$ cat config.mk
export PLATFORM = sky130hd
export DESIGN_NAME = branch_resolver
export DESIGN_NICKNAME = d
export VERILOG_FILES = /design/src/rtl/br_pkg.sv /design/src/rtl/br_cond_eval.sv /design/src/rtl/br_target_calc.sv /design/src/rtl/branch_resolver.sv
export SDC_FILE = /design/constraint.sdc
export NUM_CORES = 1
export LEC_CHECK = 0
export CAP_MARGIN = 10
export CORE_MARGIN = 10
export CORE_UTILIZATION = 39
export DETAILED_ROUTE_END_ITERATION = 16
export PLACE_DENSITY_LB_ADDON = 0.15
export SYNTH_ARGS = -nofsm -noshare
export SYNTH_HDL_FRONTEND = slang
export SYNTH_SLANG_ARGS = --single-unit
$ cat constraint.sdc
create_clock -name clk -period 2.11 [get_ports clk]
set_input_delay 0.211 -clock clk [delete_from_list [all_inputs] [get_ports clk]]
set_output_delay 0.211 -clock clk [all_outputs]
set_load 0.1 [all_outputs]
$ cat src/rtl/br_pkg.sv
package br_pkg;

  typedef enum logic [3:0] {
    COND_ALWAYS   = 4'd0,
    COND_NEVER    = 4'd1,
    COND_UHIGH    = 4'd2,
    COND_ULOWSAME = 4'd3,
    COND_CARRY0   = 4'd4,
    COND_CARRY1   = 4'd5,
    COND_NONZERO  = 4'd6,
    COND_ZERO     = 4'd7,
    COND_OVF0     = 4'd8,
    COND_OVF1     = 4'd9,
    COND_POS      = 4'd10,
    COND_NEG      = 4'd11,
    COND_SGE      = 4'd12,
    COND_SLT      = 4'd13,
    COND_SGT      = 4'd14,
    COND_SLE      = 4'd15
  } cond_code_e;

  typedef struct packed {
    logic n;
    logic z;
    logic v;
    logic c;
  } cpu_flags_t;

endpackage

$ cat src/rtl/br_cond_eval.sv
module br_cond_eval
  import br_pkg::*;
(
  input  cpu_flags_t  flg,
  input  logic [3:0]  sel,
  output logic        hit
);

  logic base;
  logic sgn_lt;

  assign sgn_lt = flg.n ^ flg.v;

  // Bits [3:1] pick a base test; bit 0 inverts it.
  always_comb begin
    unique case (sel[3:1])
      3'd0: base = 1'b1;
      3'd1: base = ~flg.c & ~flg.z;
      3'd2: base = ~flg.c;
      3'd3: base = ~flg.z;
      3'd4: base = ~flg.v;
      3'd5: base = ~flg.n;
      3'd6: base = ~sgn_lt;
      3'd7: base = ~flg.z & ~sgn_lt;
      default: base = 1'b0;
    endcase
  end

  assign hit = base ^ sel[0];

endmodule

$ cat src/rtl/br_target_calc.sv
module br_target_calc #(
  parameter int PC_W    = 16,
  parameter int SHORT_W = 8,
  parameter int LONG_W  = 16
) (
  input  logic [PC_W-1:0]   base_pc,
  input  logic [LONG_W-1:0] disp,
  input  logic              long_sel,
  output logic [PC_W-1:0]   target
);

  localparam int SEXT_S = PC_W - SHORT_W;

  logic [PC_W-1:0] short_ext;
  logic [PC_W-1:0] long_ext;

  assign short_ext = {{SEXT_S{disp[SHORT_W-1]}}, disp[SHORT_W-1:0]};

  generate
    if (LONG_W < PC_W) begin : g_long_ext
      assign long_ext = {{(PC_W-LONG_W){disp[LONG_W-1]}}, disp};
    end else if (LONG_W == PC_W) begin : g_long_eq
      assign long_ext = disp;
    end else begin : g_long_trunc
      assign long_ext = disp[PC_W-1:0];
    end
  endgenerate

  // The adder wraps naturally at PC_W bits.
  assign target = base_pc + (long_sel ? long_ext : short_ext);

endmodule

$ cat src/rtl/branch_resolver.sv
module branch_resolver
  import br_pkg::*;
#(
  parameter int PC_W    = 16,
  parameter int SHORT_W = 8,
  parameter int LONG_W  = 16,
  parameter int COND_W  = 4
) (
  input  logic              clk,
  input  logic              rst,
  input  logic [3:0]        flags,
  input  logic [COND_W-1:0] cond_sel,
  input  logic              long_sel,
  input  logic [LONG_W-1:0] disp,
  input  logic [PC_W-1:0]   next_pc,
  output logic              taken,
  output logic [PC_W-1:0]   target_pc
);

  cpu_flags_t      flg;
  logic            hit;
  logic [PC_W-1:0] branch_pc;

  assign flg = cpu_flags_t'(flags);

  br_cond_eval u_cond (
    .flg (flg),
    .sel (cond_sel[3:0]),
    .hit (hit)
  );

  br_target_calc #(
    .PC_W    (PC_W),
    .SHORT_W (SHORT_W),
    .LONG_W  (LONG_W)
  ) u_tgt (
    .base_pc  (next_pc),
    .disp     (disp),
    .long_sel (long_sel),
    .target   (branch_pc)
  );

  always_ff @(posedge clk) begin
    if (rst) begin
      taken     <= 1'b0;
      target_pc <= '0;
    end else begin
      taken     <= hit;
      target_pc <= hit ? branch_pc : next_pc;
    end
  end

endmodule

==> results.json, run 1 <==
{
  "status": "finished clean",
  "dp_hpwl_mm": 3.65,
  "path_class": "in -> reg",
  "cts_sinks": 17,
  "fin_util_pct": 73.5,
  "syn_area_mm2": 0.00148,
  "yosysWarnings": 0,
  "ant_nets": 0,
  "n_fill_cell": 297,
  "clockBufferDepth": 2,
  "cts_tree": "yes",
  "fmax_mhz": 487,
  "yosysSeqAreaShare_pct": 23.0,
  "numPortBuffers": 59,
  "cts_made_buffers": 3,
  "core_area_mm2": 0.00366,
  "cp.required_ns": 2.25,
  "drive_above_1_share_pct": 38.3,
  "min_path_type": "in -> reg",
  "grt_first_pass_wirelength_mm": 6.89,
  "routedWlPerCell_um": 13.5,
  "grtUsageTotal_pct": 12.5,
  "synthesis.nets": 233,
  "hold_buffers": 0,
  "die_area_mm2": 0.00665,
  "syn_avg_cell_area_um2": 8.49,
  "ys_seq_elements": 17,
  "die_h_um": 81.6,
  "drtPass1Iterations": 4,
  "rows": 22,
  "nets": 342,
  "drv_slew": 0,
  "tightest_slew_ns": 0.381,
  "finalSetupViolCount": 0,
  "grt_max_degree": 19,
  "relSlewSlack_pct": 74.3,
  "clk_pin_slew_worst_paths_ns": 0.07,
  "antenna_found_initial": 0,
  "peakVddDrop_mv": 0.279,
  "timing.final.crit_share_pct": 97.3,
  "critPathMaxFanout": 4,
  "initial_utilization_pct": 40.4,
  "finalHoldViolCount": 0,
  "async_reset_ff_share_pct": 0,
  "drt_wl_total_mm": 4.45,
  "syn2layout_area_growth_pct": 82.0,
  "ctsRootBufferMaster": "clkbuf_8",
  "dominantRegCellSynth": "dfxtp_1",
  "die_w_um": 81.6,
  "synth_cells": 174,
  "synthDistinctLibCells": 43,
  "first_global_vias": 1598,
  "cap_viol_max_count": 0,
  "arrival_ns": 2.19,
  "diodes": 0,
  "vias": 1632,
  "gp_congestion": 0.810,
  "start_kind": "input pin",
  "powerDensity_mw_per_mm2": 629,
  "ios": 60,
  "gr-total-overflow": 0,
  "p_leak_nw": 1.31,
  "drt_iter0_drc": 74,
  "drc": 0,
  "synth_edf_count": 0,
  "tns_ns": 0,
  "period_needed_ns": 2.05,
  "routed_via_density": 4.95,
  "htree_levels": 1,
  "worstSetupEndpointType": "flip-flop"
}
[power breakdown]
| group | total (W) | internal (W) | switching [W] |
|---|---|---|---|
| logic | 0.00108 | 0.000426 | 0.000654 |
| registers | 0.000380 | 0.000368 | 0.0000120 |
| clock network | 0.000233 | 0.000130 | 0.000102 |
| total | 0.00169 | 0.000924 | 0.000768 |
[critical path: stages]
cell           delay (ns)
dlygate4sd2_1        0.28
ha_1                 0.30
a211oi_1             0.07
buf_4                0.15
o211ai_4             0.21
a22oi_2              0.12
or3_1                0.39
nand4_1              0.15
mux2_4               0.31
[per-layer routing]
layer  track usage, %  vias up  routed length, um
met3             2.62        4                310
met5                0        -                  0
met1             15.0      735               1900
met4             1.56        0                 22
met2             22.9       46               2210
li1                 -      847                  -
[stage by stage]
stage	hold WS [ns]	cell area [um2]	std cells	total power [W]	worst slack, ns
2_1_floorplan	0.355	1560	174	0.00109	-0.0438
3_3_place_gp	0.707	2450	320	0.00141	-0.489
3_5_place_dp	0.708	2450	320	0.00141	-0.517
4_1_cts	0.381	2590	329	0.00167	-0.00854
5_1_grt	0.344	2690	330	0.00179	-0.00255
6_report	0.260	2690	330	0.00169	0.0567
[path summary, 6_finish.rpt]
path,from,endpoint,cells past startpoint,slack [ns]
worst max-delay path,next_pc[1],target_pc[15],9,0.06
worst min-delay path,next_pc[0],target_pc[0],3,0.26
[cells in the final DEF, fill, tap and decap left out, types with 4 or more instances in the layout]
cell type and n:
a21o_1 4, nand2_1 15, ha_4 10, ha_1 5, dfxtp_1 17, xnor2_1 9
buf_4 66, nand2_2 4, a21oi_2 4, nor2_1 20, a21oi_1 8, mux2i_1 12
o21ai_0 6, dlymetal6s2s_1 12, inv_1 5, a31oi_1 4, dlygate4sd2_1 9, a211oi_1 4
xor2_1 4, clkdlybuf4s50_1 17
[synthesized netlist by cell type, types with 3 or more instances]
cell type | number | share of area (%)
a211oi_1 | 5 | 2.5
a21o_1 | 4 | 2.0
a21oi_1 | 13 | 4.4
a31oi_1 | 4 | 1.7
dfxtp_1 | 17 | 23
ha_1 | 15 | 13
inv_1 | 6 | 1.5
mux2i_1 | 12 | 8.1
nand2_1 | 19 | 4.8
nor2_1 | 20 | 5.1
o211ai_1 | 3 | 1.5
o21ai_0 | 6 | 2.0
xnor2_1 | 9 | 5.3
xor2_1 | 4 | 2.4
[sequential cells by signal, summed over array words and instances, names as in the netlist]
name,count
taken,1
target_pc,16
[logic make-up (layout without fill, tap and decap cells)]
family	Yosys count	in the layout	share of synthesized area [%]
xor gates and xnor gates	14	14	9.57
DFF	17	17	23.0
adders and majority gates	16	16	14.1
AOI/OAI and AO/OA	52	52	23.9
buffers and inverters	11	119	4.74
muxes	13	13	8.89
and+or+nand+nor	51	51	15.8
[timing repair]
item | 4_1_cts | 5_1_grt
resized for setup | 26 | 30
endpoints found under the setup margin | 6 | 4
buffers inserted | 5 | 1
pin swaps | 24 | 19
cloned | 0 | 0
[cell type report]
cell class / instances / area [um2] / area share, %
Clock inverter: 1 / 5.00 / 0.186
Tap cell: 48 / 60.1 / 2.23
Multi-Input combinational cell: 146 / 1290 / 47.9
Clock buffer: 3 / 41.3 / 1.53
Timing Repair Buffer: 109 / 931 / 34.6
Inverter: 6 / 25.0 / 0.930
Sequential cell: 17 / 340 / 12.7
(Power assumes the default switching activity.)
==> run 2, diff against run 1 <==
- ABC_AREA: default -> 0
- CAP_MARGIN: 10 -> 20
- GPL_TIMING_DRIVEN: default -> 0
==> run 2 against run 1 <==
- die area stayed put
- cell count is 7.9% lower
- routed wire length is 0.11% higher
- sequential share of layout area is 0.48 points higher
- count of clock-buffer cells in the layout is 1 higher
- core utilization is 2.7 points lower
- sequential cell count stayed put
- design area is 3.6% lower
- global-route usage is 0.40 points lower
- non-clock buffer count is 26 lower
- largest cell class unchanged
==> results.json, run 2 (synthesized netlist as in run 1, its figures left out) <==
{
  "status": "finished clean",
  "worstSetupEndpointType": "flip-flop",
  "cts_sinks": 17,
  "drtPass1Iterations": 4,
  "die_area_mm2": 0.00665,
  "final_cells": 304,
  "p_leak_nw": 1.20,
  "grt_max_degree": 11,
  "largest_register_ffs": 16,
  "htree_levels": 1,
  "relSlewSlack_pct": 33.7,
  "drt_iter0_drc": 70,
  "drv_slew": 0,
  "dp_hpwl_mm": 3.28,
  "clk_pin_slew_worst_paths_ns": 0.06,
  "numPortBuffers": 57,
  "fmax_mhz": 488,
  "finalSetupViolCount": 0,
  "layout_commonest_cell": "clkdlybuf4s50_1",
  "routed_via_density": 4.95,
  "finalHoldViolCount": 0,
  "syn2layout_area_growth_pct": 75.4,
  "die_h_um": 81.6,
  "top_register": "target_pc",
  "diodes": 0,
  "rows": 22,
  "most-common-layout-cells": "clkdlybuf4s50_1 (35), buf_4 (22), nor2_1 (20)",
  "critPathMaxFanout": 3,
  "worst_hold_slack_ns": 0.190,
  "period_needed_ns": 2.05,
  "cts_made_buffers": 3,
  "grtUsageTotal_pct": 12.1,
  "drt_wl_total_mm": 4.45,
  "die_w_um": 81.6,
  "first_global_vias": 1427,
  "start_kind": "input pin",
  "antenna_found_initial": 0,
  "cp.required_ns": 2.25,
  "core_area_mm2": 0.00366,
  "reg_top3": "target_pc (16), taken (1)",
  "peakVddDrop_mv": 0.296,
  "arrival_ns": 2.19,
  "drive_above_1_share_pct": 26.2,
  "clockBufferDepth": 2,
  "timing.final.crit_share_pct": 97.1,
  "rsz0062_at_grt": "no",
  "min_path_type": "in -> reg",
  "power_w": 0.00169,
  "gr-total-overflow": 0,
  "cts_tree": "yes",
  "nets": 316,
  "path_class": "in -> reg",
  "routedWlPerCell_um": 14.6,
  "ios": 60,
  "cap_viol_max_count": 0,
  "tightest_slew_ns": 0.991,
  "place_inst": 279,
  "regArea_um2": 340,
  "drc": 0,
  "ctsRootBufferMaster": "clkbuf_8",
  "powerDensity_mw_per_mm2": 652,
  "multi_input_comb_area_mm2": 0.00132,
  "grt_first_pass_wirelength_mm": 6.54,
  "initial_utilization_pct": 40.4,
  "gp_congestion": 0.818,
  "ant_nets": 0,
  "vias": 1506,
  "n_fill_cell": 296
}
==> run 2: through the flow <==
stage                     instance area (um2)  setup TNS, ns  util (%)  setup WS [ns]
after detailed placement                 2190          -4.75      59.9         -0.701
after global placement                   2190          -4.57      59.9         -0.718
after floorplan                          1560        -0.0438         -        -0.0438
after global routing                     2590              0      70.8        0.00116
after CTS                                2420              0      66.1        0.00785
final                                    2590              0      70.8         0.0614
==> run 2: timing repair <==
item	4_1_cts	5_1_grt
pin swaps	15	27
buffers inserted	7	15
hold buffers	0	0
endpoints found under the setup margin	7	9
cloned	0	0
resized for setup	26	30
==> run 2: power by group <==
part           switching (W)  leakage, nW  total, W  internal (W)
Sequential         0.0000105        0.142  0.000378      0.000368
Clock               0.000102       0.0228  0.000236      0.000134
Combinational       0.000654         1.03   0.00108      0.000421
==> run 2: cell type report <==
class,instances,share of cell area [%]
Timing Repair Buffer,79,29.4
Inverter,6,0.869
Multi-Input combinational cell,146,51.0
Buffer,4,1.54
Tap cell,48,2.32
Sequential cell,17,13.1
Clock buffer,4,1.74
==> run 2: metal layers <==
metal	track usage [%]	part of all wire [%]
met5	0	0
met4	2.60	0.90
met3	3.17	6.9
met2	20.6	49
met1	15.0	43
==> run 2: path summary, 6_finish.rpt <==
path	start	slack, ns	depth (start not counted)	end
setup / recovery	disp[11]	0.06	10	target_pc[15]
hold / removal	rst	0.19	2	target_pc[2]
==> run 2: critical path, stage by stage <==
cell and delay (ns):
clkdlybuf4s50_1 0.39, nand2_1 0.07, nand2_2 0.07, ha_4 0.27, inv_2 0.05, a211oi_4 0.18
a22oi_2 0.12, or3_1 0.37, nand4_1 0.14, mux2_4 0.31
